===== config.mk =====
export PLATFORM = sky130hd
export DESIGN_NAME = led_chain_ctrl
export DESIGN_NICKNAME = d
export VERILOG_FILES = /design/src/rtl/led_chain_pkg.sv /design/src/rtl/led_phase_div.sv /design/src/rtl/led_udd_reg.sv /design/src/rtl/led_frame_seq.sv /design/src/rtl/led_chain_ctrl.sv
export SDC_FILE = /design/constraint.sdc
export NUM_CORES = 1
export LEC_CHECK = 0
export BUFFER_PORTS_ARGS = -buffer_cell sky130_fd_sc_hd__buf_4
export CORE_MARGIN = 8
export CORE_UTILIZATION = 51
export DETAILED_ROUTE_END_ITERATION = 12
export PLACE_DENSITY = 0.77
export SLEW_MARGIN = 20
export SYNTH_ARGS = -nofsm -noshare
export SYNTH_HDL_FRONTEND = slang
export SYNTH_HIERARCHICAL = 1
export SYNTH_SLANG_ARGS = --single-unit

===== constraint.sdc =====
create_clock -name clk -period 3.8 [get_ports clk]
set_input_delay 0.38 -clock clk [delete_from_list [all_inputs] [get_ports clk]]
set_output_delay 0.38 -clock clk [all_outputs]
set_load 0.02 [all_outputs]

===== src/rtl/led_chain_pkg.sv =====
package led_chain_pkg;
  typedef enum logic [1:0] {
    ST_IDLE  = 2'd0,
    ST_SHIFT = 2'd1,
    ST_LATCH = 2'd2
  } chain_state_e;
endpackage


===== src/rtl/led_phase_div.sv =====
module led_phase_div #(
  parameter int PHASE_W = 7,
  parameter int PH_UNIT = 64
) (
  input  logic               clk,
  input  logic               rst,
  input  logic [PHASE_W-1:0] phase,
  output logic               tick
);
  localparam int CNT_W = PHASE_W + $clog2(PH_UNIT + 1);

  logic [PHASE_W-1:0] eff;
  logic [CNT_W-1:0]   lim;
  logic [CNT_W-1:0]   cnt;

  always_comb begin
    eff = (phase == '0) ? PHASE_W'(1) : phase;
    lim = CNT_W'(eff) * CNT_W'(PH_UNIT) - CNT_W'(1);
  end

  // ">=" keeps a shrinking phase from waiting for a counter wrap
  always_ff @(posedge clk) begin
    if (rst) begin
      cnt  <= '0;
      tick <= 1'b0;
    end else if (cnt >= lim) begin
      cnt  <= '0;
      tick <= 1'b1;
    end else begin
      cnt  <= cnt + CNT_W'(1);
      tick <= 1'b0;
    end
  end
endmodule


===== src/rtl/led_udd_reg.sv =====
module led_udd_reg #(
  parameter int W = 32
) (
  input  logic         clk,
  input  logic         rst,
  input  logic         wr,
  input  logic         set,
  input  logic         clr,
  input  logic [W-1:0] wdata,
  output logic [W-1:0] q
);
  always_ff @(posedge clk) begin
    if (rst)      q <= '0;
    else if (wr)  q <= wdata;
    else if (set) q <= q | wdata;
    else if (clr) q <= q & ~wdata;
  end
endmodule


===== src/rtl/led_frame_seq.sv =====
module led_frame_seq
  import led_chain_pkg::*;
#(
  parameter int NPORT = 8,
  parameter int FLD_W = 8,
  parameter int UDD_W = 32,
  parameter int DBG_W = 17,
  parameter int CNT_W = 6,
  parameter int FL_W  = 4
) (
  input  logic                   clk,
  input  logic                   rst,
  input  logic                   tick,
  input  logic                   en,
  input  logic                   pol,
  input  logic [CNT_W-1:0]       hdr_cnt,
  input  logic [CNT_W-1:0]       trl_cnt,
  input  logic [UDD_W-1:0]       hdr_dat,
  input  logic [UDD_W-1:0]       trl_dat,
  input  logic [NPORT-1:0]       prt_en,
  input  logic [FL_W-1:0]        fld_len,
  input  logic [NPORT*FLD_W-1:0] port_fld,
  input  logic                   dbg_en,
  input  logic [DBG_W-1:0]       dbg_word,
  output logic                   sclk,
  output logic                   sdat,
  output logic                   latch,
  output logic                   done
);
  localparam int NSLOT   = NPORT + 3;
  localparam int SLOT_W  = $clog2(NSLOT + 1);
  localparam int NSLOT_P = 2 ** SLOT_W;
  localparam int LEN_W   = $clog2(UDD_W + DBG_W + FLD_W + 1);
  localparam int WORD_N  = 2 ** LEN_W;

  chain_state_e state;
  logic [SLOT_W-1:0] cur_slot, first_slot, after_slot;
  logic [LEN_W-1:0]  cur_idx, nxt_idx;
  logic              first_ok, after_ok, more_in_slot, lat_half;

  // Frame shape is frozen at frame start; live values feed the start decision
  logic [CNT_W-1:0] s_hdr, s_trl, hdr_cl, trl_cl, m_hdr, m_trl;
  logic [FL_W-1:0]  s_fld, fld_cl, m_fld;
  logic [NPORT-1:0] s_prt, m_prt;
  logic             s_dbg, m_dbg, use_snap;

  logic [LEN_W-1:0]  slen  [NSLOT_P];
  logic [WORD_N-1:0] sword [NSLOT_P];

  always_comb begin
    hdr_cl   = (hdr_cnt > CNT_W'(UDD_W)) ? CNT_W'(UDD_W) : hdr_cnt;
    trl_cl   = (trl_cnt > CNT_W'(UDD_W)) ? CNT_W'(UDD_W) : trl_cnt;
    fld_cl   = (fld_len > FL_W'(FLD_W)) ? FL_W'(FLD_W) : fld_len;
    use_snap = (state == ST_SHIFT);
    m_hdr    = use_snap ? s_hdr : hdr_cl;
    m_trl    = use_snap ? s_trl : trl_cl;
    m_fld    = use_snap ? s_fld : fld_cl;
    m_prt    = use_snap ? s_prt : prt_en;
    m_dbg    = use_snap ? s_dbg : dbg_en;
  end

  // Slot 0 header, slots 1..NPORT ports, then debug, then trailer
  always_comb begin
    for (int s = 0; s < NSLOT_P; s++) begin
      slen[s]  = '0;
      sword[s] = '0;
    end
    slen[0]  = LEN_W'(m_hdr);
    sword[0] = WORD_N'(hdr_dat);
    for (int p = 0; p < NPORT; p++) begin
      slen[p+1]  = m_prt[p] ? LEN_W'(m_fld) : '0;
      sword[p+1] = WORD_N'(port_fld[p*FLD_W +: FLD_W]);
    end
    slen[NPORT+1]  = m_dbg ? LEN_W'(DBG_W) : '0;
    sword[NPORT+1] = WORD_N'(dbg_word);
    slen[NPORT+2]  = LEN_W'(m_trl);
    sword[NPORT+2] = WORD_N'(trl_dat);
  end

  always_comb begin
    first_ok   = 1'b0;
    first_slot = '0;
    after_ok   = 1'b0;
    after_slot = '0;
    for (int s = NSLOT - 1; s >= 0; s--) begin
      if (slen[s] != '0) begin
        first_ok   = 1'b1;
        first_slot = SLOT_W'(s);
      end
      if (slen[s] != '0 && SLOT_W'(s) > cur_slot) begin
        after_ok   = 1'b1;
        after_slot = SLOT_W'(s);
      end
    end
    nxt_idx      = cur_idx + LEN_W'(1);
    more_in_slot = ({1'b0, cur_idx} + 1'b1) < {1'b0, slen[cur_slot]};
  end

  always_ff @(posedge clk) begin
    if (rst) begin
      state    <= ST_IDLE;
      sclk     <= 1'b0;
      sdat     <= 1'b0;
      latch    <= 1'b0;
      done     <= 1'b0;
      lat_half <= 1'b0;
      cur_slot <= '0;
      cur_idx  <= '0;
      s_hdr    <= '0;
      s_trl    <= '0;
      s_fld    <= '0;
      s_prt    <= '0;
      s_dbg    <= 1'b0;
    end else begin
      done <= 1'b0;
      case (state)
        ST_IDLE: begin
          sdat <= pol;
          if (tick && en) begin
            s_hdr <= hdr_cl;
            s_trl <= trl_cl;
            s_fld <= fld_cl;
            s_prt <= prt_en;
            s_dbg <= dbg_en;
            if (first_ok) begin
              cur_slot <= first_slot;
              cur_idx  <= '0;
              sdat     <= sword[first_slot][0] ^ pol;
              state    <= ST_SHIFT;
            end else begin
              latch    <= 1'b1;
              lat_half <= 1'b0;
              state    <= ST_LATCH;
            end
          end
        end
        ST_SHIFT: begin
          if (tick) begin
            if (!sclk) begin
              sclk <= 1'b1;
            end else begin
              sclk <= 1'b0;
              if (more_in_slot) begin
                cur_idx <= nxt_idx;
                sdat    <= sword[cur_slot][nxt_idx] ^ pol;
              end else if (after_ok) begin
                cur_slot <= after_slot;
                cur_idx  <= '0;
                sdat     <= sword[after_slot][0] ^ pol;
              end else begin
                latch    <= 1'b1;
                lat_half <= 1'b0;
                state    <= ST_LATCH;
              end
            end
          end
        end
        ST_LATCH: begin
          if (tick) begin
            if (!lat_half) begin
              lat_half <= 1'b1;
            end else begin
              latch <= 1'b0;
              done  <= 1'b1;
              state <= ST_IDLE;
            end
          end
        end
        default: state <= ST_IDLE;
      endcase
    end
  end
endmodule


===== src/rtl/led_chain_ctrl.sv =====
module led_chain_ctrl #(
  parameter int NPORT   = 8,
  parameter int FLD_W   = 8,
  parameter int UDD_W   = 32,
  parameter int DBG_W   = 17,
  parameter int PHASE_W = 7,
  parameter int PH_UNIT = 64,
  parameter int CNT_W   = $clog2(UDD_W + 1),
  parameter int FL_W    = $clog2(FLD_W + 1)
) (
  input  logic                   clk,
  input  logic                   rst,
  input  logic                   cfg_en,
  input  logic                   cfg_pol,
  input  logic [PHASE_W-1:0]     cfg_phase,
  input  logic [CNT_W-1:0]       hdr_cnt,
  input  logic [CNT_W-1:0]       trl_cnt,
  input  logic                   udd_sel,
  input  logic                   udd_wr,
  input  logic                   udd_set,
  input  logic                   udd_clr,
  input  logic [UDD_W-1:0]       udd_wdata,
  input  logic [NPORT-1:0]       prt_en,
  input  logic [FL_W-1:0]        fld_len,
  input  logic [NPORT*FLD_W-1:0] port_fld,
  input  logic                   dbg_en,
  input  logic [DBG_W-1:0]       dbg_word,
  output logic                   led_sclk,
  output logic                   led_sdat,
  output logic                   led_latch,
  output logic                   frame_done
);
  logic             ph_tick;
  logic [UDD_W-1:0] udd_q [2];

  led_phase_div #(.PHASE_W(PHASE_W), .PH_UNIT(PH_UNIT)) i_div (
    .clk(clk), .rst(rst), .phase(cfg_phase), .tick(ph_tick)
  );

  // Word 0 is the header, word 1 the trailer
  for (genvar g = 0; g < 2; g++) begin : g_udd
    led_udd_reg #(.W(UDD_W)) i_udd (
      .clk(clk), .rst(rst),
      .wr(udd_wr && (udd_sel == 1'(g))),
      .set(udd_set && (udd_sel == 1'(g))),
      .clr(udd_clr && (udd_sel == 1'(g))),
      .wdata(udd_wdata), .q(udd_q[g])
    );
  end

  led_frame_seq #(
    .NPORT(NPORT), .FLD_W(FLD_W), .UDD_W(UDD_W), .DBG_W(DBG_W),
    .CNT_W(CNT_W), .FL_W(FL_W)
  ) i_seq (
    .clk(clk), .rst(rst), .tick(ph_tick), .en(cfg_en), .pol(cfg_pol),
    .hdr_cnt(hdr_cnt), .trl_cnt(trl_cnt), .hdr_dat(udd_q[0]), .trl_dat(udd_q[1]),
    .prt_en(prt_en), .fld_len(fld_len), .port_fld(port_fld),
    .dbg_en(dbg_en), .dbg_word(dbg_word),
    .sclk(led_sclk), .sdat(led_sdat), .latch(led_latch), .done(frame_done)
  );
endmodule


Word level (Yosys, flattened, before mapping)
Cells that the tools add are included.

$add $sub $neg: 4. Multipliers: 0. Div/mod/pow operators: 0. Magnitude comparators: 20. Equality and inequality tests: 13. Shifts and indexed selects: 0. Muxes and demuxes: 132. Bitwise logic cells: 14. Reduce and logical (&&, ||, !) cells: 45.

Operators by type and width (count): 64-bit binary-select mux with 4-bit select (3); 32-bit two-way mux (6); 4-bit two-way mux (38); 64-bit two-way mux (2); 6-bit two-way mux (12); 6-bit nonzero test (11); 32-bit bitwise AND (2); 32-bit bitwise OR (2); 1-bit two-way mux (52); 32-bit inverter (1); 6-bit binary-select mux with 4-bit select (1); 1-bit logical AND (18); 3-bit by 4-bit greater-than comparator with 1-bit output (first input constant) (4); 2-bit two-way mux (8); 5-bit greater-or-equal comparator (second input constant) (3); 4-bit inverter with 5-bit output (3); 14-bit by 1-bit adder with 14-bit output (second input constant) (1); 14-bit greater-or-equal comparator (1); 7-bit AND reduction (2); 13-bit by 1-bit subtractor with 14-bit output (second input constant) (1); 4-bit greater-than comparator (first input constant) (3); 6-bit greater-than comparator (second input constant) (2); 6-bit one-hot mux with 2 select lines (1); 2-bit by 1-bit != test with 1-bit output (second input constant) (5); 32 further kinds (46).

Bits in registers: 121. Bits in latches: 0. Bits in writable memories: 0. Memory bits (read-only): 0. Input port bits: 153. Output and inout port bits: 4. Word-level logic and storage cells: 245. Memories kept: 0.

Logic depth before layout (Yosys ltp)
Word-level depth: 26. Depth in mapped cells: 21.

Modules after synthesis
The synthesis kept the hierarchy.

Modules (own cells, without submodules): led_frame_seq (instances 1, cells each 612, area an instance 4797.1 um^2); led_udd_reg (instances 2, cells each 143, area an instance 1257.5 um^2); led_phase_div (instances 1, cells each 109, area an instance 918.4 um^2); led_chain_ctrl (instances 1, cells each 6, area an instance 37.5 um^2).

Worst setup path before layout
Ideal clock, no wire load.

Path type: reg2reg. From: register i_seq.state[1]. To: register i_seq.cur_idx[5]. Library setup time: 67 ps. Arrival: 3923 ps. Data required time: 3733 ps. Slack: -190 ps. Stages on the path, launching flop included: 19. Buffers on the path: 2. Cell sequence: dfxtp_1 -> nand2b_2 -> buf_6 -> mux2i_1 -> mux4_2 -> o32ai_1 -> a222oi_1 -> ha_1 -> a21o_1 -> a21oi_1 -> nor2b_1 -> o21ai_0 -> nand2_1 -> or2_4 -> a311o_1 -> o21bai_4 -> buf_6 -> or3b_1 -> a21oi_2.

Word-level cells in the longest chain between the ends: 17. Elaborated cells on any way between the ends: 75.

Ends and longest elaborated chain: start, declared (RTL line led_frame_seq.sv:36) `chain_state_e state;`; start signal, assigned (RTL line led_frame_seq.sv:101) `state <= ST_IDLE;`; start signal, assigned (RTL line led_frame_seq.sv:129) `state <= ST_SHIFT;`; start signal, assigned (RTL line led_frame_seq.sv:133) `state <= ST_LATCH;`; 2-bit by 1-bit == test with 1-bit output (RTL line led_frame_seq.sv:54, led_frame_seq.sv:116); 6-bit two-way mux or 1-bit two-way mux (tied branches) (RTL line led_frame_seq.sv:56, led_frame_seq.sv:59); 6-bit nonzero test or 5-bit two-way mux (tied branches) (RTL line led_frame_seq.sv:86, led_frame_seq.sv:90, led_frame_seq.sv:74); 1-bit logical AND or 6-bit nonzero test (tied branches) (RTL line led_frame_seq.sv:90, led_frame_seq.sv:86); 1-bit two-way mux or 1-bit logical AND (tied branches) (RTL line led_frame_seq.sv:90) `if (slen[s] != '0 && SLOT_W'(s) > cur_slot) begin`; 1-bit two-way mux (10 in a row) (RTL line led_frame_seq.sv:90); 3-bit by 1-bit != test with 1-bit output (no source line); 6-bit AND reduction (no source line); end signal, assigned (RTL line led_frame_seq.sv:144) `cur_idx <= nxt_idx;`; end, declared (RTL line led_frame_seq.sv:38) `logic [LEN_W-1:0] cur_idx, nxt_idx;`.

Parallel ways exist; a longest one is shown, timed or not. The select of a mux whose other input is x is not followed. A chain may end at the register's enable or synchronous reset.

Worst setup path in the final report
From: register i_seq.state[1]. To: register i_seq.cur_idx[4].

Same word-level chain as after synthesis.

==> results.env <==
DRT_DRC=0
POWERDENSITY_nW_PER_UM2=340
WORST_CLOCK_SKEW_NS=0.0112
TIMING.MAX_SLEW.REL_SLACK=0.324
DRT_FIRST_PASS_ITERS=6
CLOCK_PATH_BUFFERS=2
NNETSFINAL=1330
ANTENNA_VIOLATING_NETS_POST_ROUTE=0
GRT_FIRST_PASS_WIRELENGTH_MM=43.5
TOTAL_LEAKAGE_POWER_nW=4.12
ROUTED_VIA_DENSITY=6.21
SYNTH_LARGEST_AREA_CELL='sky130_fd_sc_hd__dfxtp_1'
AVGROUTEDWIREPERCELL_UM=19.8
CLOCK_SLEW_AT_REPORTED_PATH_FFS_NS=0.06
VDD.IR_DROP.WORST_V=0.000321
R2R_SLACK_NS=-0.24
REG2REG_FROM='i_seq/state[1]'
WORST-PATH-MAX-FANOUT=8
VIOLATIONS='setup timing'
R2R-END='i_seq/cur_idx[4]'
SYNTH-EDFF-COUNT=0
TIMING.CRITICAL_PATH.TO_TYPE='register'
ROWS=46
DP.FINAL_HPWL_MM=19.4
YOSYS-MUX-AREA-FRACTION=0.112
PLACE.PORT_BUFFERS=156
DIE_W_UM=143
CLOCK_INSERTION_DELAY_WORST_SKEW_NS=0.43
GRT_SETUP_UNREPAIRED='true'
INITIALDRTVIOLATIONCOUNT=923
NUM_IO_PINS=157
SYN-MEAN-INSTANCE-AREA_SQ_UM=8.16
DOMINANT_SYNTHESIZED_FLOP_CELL='sky130_fd_sc_hd__dfxtp_1'
PERIOD_UTILIZATION_POST_ROUTE=1.06
CTS_BUFS_INSERTED=17
DIODES=0
GRT_UTIL_ALL_LAYERS=0.265
FP.DIEAREA_SQ_UM=20500
SYN_NETS=1182
FINAL_NUMBER_OF_SETUP_VIOLATING_ENDPOINTS=7
MAPPEDNETLISTAREA_SQ_UM=8270
POST_SYNTHESIS_SHARE_OF_CELL_AREA_SPENT_ON_XOR_AND_XNOR_GATES=0.0212
DETAILED_ROUTE_VIA_COUNT=8635
INITIAL_UTILIZATION=0.520
GRT_REMAINING_OVERFLOW=0
SYNTH_TOP_FAMILY_BY_AREA='compound AO/OA/AOI/OAI gates'
TRITONCTS='yes'
CRITICAL_PATH_ARRIVAL_NS=4.40
CTS-HTREE-LEVELS=4
OUTCOME='complete, but fails checks'
TIMING.HOLD.WORST.CLASS='input pin to register'
ASYNC_FLOP_SHARE=0
PLACEDCELLCOUNT=1354
FINAL.SETUP.WORST_SLACK_NS=-0.242
CRITPATHKIND='register to register'
CTSROOTBUFFERMASTER='sky130_fd_sc_hd__clkbuf_16'
PLACE.GP.CONGESTION=0.923
NUMBER_OF_VIOLATIONS_OF_THE_MAX_CAPACITANCE_LIMIT=0
POSTLAYOUTCOREUTIL=0.657
SYNTHCELLS=1013
POST_SYNTHESIS_COMPOUND_GATE_AREA_FRACTION=0.243
CLKSINKCOUNT=121
SYNTH.YOSYS.SEQ_AREA_SHARE=0.293
TIMING_HOLD_VIOLATIONS_FINAL=0
DRIVE_GT1_FRAC=0.261
TOTAL_POWER_mW=3.55
WORSTPATHREQUIRED_NS=4.16
CP-STARTPOINT='i_seq/state[1]'
GRT_PASS1_VIAS=8520
FMAX_GHz=0.247
STARTPOINT_TYPE='register'
LAYOUT-AREA-OVERHEAD-VS-SYNTH_PCT=26.2
FIN_CRIT_NS=4.04
WORST-SLEW-PIN-TRANSITION_NS=1.01
SYNTH.LIB_CELLS_USED.DISTINCT=89
SYNTH_SEQ_CELLS=121
GRT_MAX_DEGREE=61
POST_SYNTH_AND_OR_NAND_NOR_AREA_FRACTION=0.242
FLOORPLAN.CORE_AREA_SQ_UM=15900
YOSYS_WARNINGS=6
REG2REGPATHDEPTH=17
NUMBER_OF_ANTENNA_VIOLATIONS_AT_THE_FIRST_CHECK_IN_GLOBAL_ROUTING=0
FLOORPLAN.DIE.HEIGHT_UM=143
POST_SYNTH_FA_HA_MAJ_AREA_FRACTION=0.0242
WIRELENGTH_MM=27.5
TIMING.CRITICAL_PATH.TO='i_seq/cur_idx[4]'
POST_CTS_HOLD_BUFFER_COUNT=0
SYNTH_TOP_AREA_CELLS='sky130_fd_sc_hd__dfxtp_1 (29%), sky130_fd_sc_hd__nand2_1 (7.1%), sky130_fd_sc_hd__a32oi_1 (6.8%)'
LAYOUT.CELLS.NON_FILLER=1390
NETLIST.AREA_LEADER.SHARE=0.293
SLEW_VIOLATIONS=0
[layout by cell type, fill, tap and decap left out, types with 20 or more instances in the layout]
cell type                 instances
sky130_fd_sc_hd__buf_4          206
sky130_fd_sc_hd__nand2_1        156
sky130_fd_sc_hd__nor2_1         125
sky130_fd_sc_hd__dfxtp_1        117
sky130_fd_sc_hd__a32oi_1         64
sky130_fd_sc_hd__a21oi_1         53
sky130_fd_sc_hd__mux2i_1         41
sky130_fd_sc_hd__inv_1           21
sky130_fd_sc_hd__mux4_2          21
sky130_fd_sc_hd__o21ai_0         20
[per-layer routing]
metal | part of all wire | vias up | global-route usage
li1 | - | 4077 | -
met1 | 0.41 | 4106 | 0.328
met2 | 0.47 | 376 | 0.421
met3 | 0.082 | 76 | 0.0743
met4 | 0.036 | 0 | 0.116
met5 | 0 | - | 0
[worst min-delay path by stage]
| stage | from | end | slack [ns] | cells past startpoint |
|---|---|---|---|---|
| after floorplan | i_div/cnt[0] | i_div/cnt[0] | 0.42 | 1 |
| after global routing | udd_wdata[3] | register | 0.21 | 3 |
| final | udd_wdata[31] | register | 0.20 | 3 |
| after CTS | udd_wdata[31] | register | 0.20 | 3 |
| after global placement | i_div/cnt[0] | i_div/cnt[0] | 0.43 | 1 |
| after detailed placement | i_div/cnt[0] | i_div/cnt[0] | 0.45 | 1 |
[synth_stat cells, drive strengths merged (16+ instances only)]
library cell / number
nand2: 157
nor2: 126
dfxtp: 121
a32oi: 64
a21oi: 58
buf: 43
mux2i: 43
clkbuf: 36
o21ai: 25
inv: 24
mux4: 21
nor2b: 19
a22oi: 17
ha: 16
nand3: 16
[report_power, final]
part / internal [mW] / switching [mW] / leakage, nW
clock: 1.04 / 0.654 / 0.289
sequential: 1.32 / 0.0300 / 0.989
combinational: 0.250 / 0.256 / 2.84
total: 2.61 / 0.940 / 4.12
[through the flow]
step                      setup WS [ns]  hold WS [ns]  TNS (ns)  area [sq um]
after global placement          -0.0975         0.430    -0.268          9710
after global routing             -0.489         0.207     -3.42         10400
after CTS                        -0.135         0.197    -0.490         10400
after floorplan                 -0.0540         0.418    -0.170          8300
after detailed placement         -0.150         0.447    -0.458          9710
final                            -0.242         0.201     -1.38         10400
[cells by family after synthesis]
| family | count (synthesis) |
|---|---|
| DFF | 121 |
| AOI/OAI and AO/OA | 268 |
| adders and majority gates | 16 |
| other | 1 |
| buffers and inverters | 103 |
| xor gates and xnor gates | 20 |
| muxes | 65 |
| and+or+nand+nor | 419 |
[area by class of cell]
class                   instances  area [sq um]
well taps                     216           270
multi-input cells             789          5450
fillers                      1385          5460
repair buffers                208          1580
clock buffers                  17           425
inverters                      24          90.1
clock inverters                15           189
flip-flops and latches        121          2430
[critical path: stages, from the launching register on]
cell,delay (ns)
sky130_fd_sc_hd__dfxtp_2,0.34
sky130_fd_sc_hd__nand2b_4,0.21
sky130_fd_sc_hd__mux4_2,0.55
sky130_fd_sc_hd__nand2_2,0.10
sky130_fd_sc_hd__o21a_1,0.19
sky130_fd_sc_hd__o22ai_1,0.09
sky130_fd_sc_hd__a222oi_1,0.29
sky130_fd_sc_hd__ha_1,0.31
sky130_fd_sc_hd__a21o_1,0.17
sky130_fd_sc_hd__a21oi_2,0.10
sky130_fd_sc_hd__nor2b_1,0.05
sky130_fd_sc_hd__o21ai_1,0.11
sky130_fd_sc_hd__nand2_1,0.08
sky130_fd_sc_hd__or2_4,0.26
sky130_fd_sc_hd__a311o_1,0.28
sky130_fd_sc_hd__o21bai_4,0.21
sky130_fd_sc_hd__or4_4,0.50
sky130_fd_sc_hd__a21oi_2,0.12
[timing repair]
item,4_1_cts,5_1_grt
gates resized for setup,3,12
pin swaps,6,8
setup endpoints to repair,7,11
buffers inserted,3,2
Note: power is estimated with default switching activity, not from simulation.
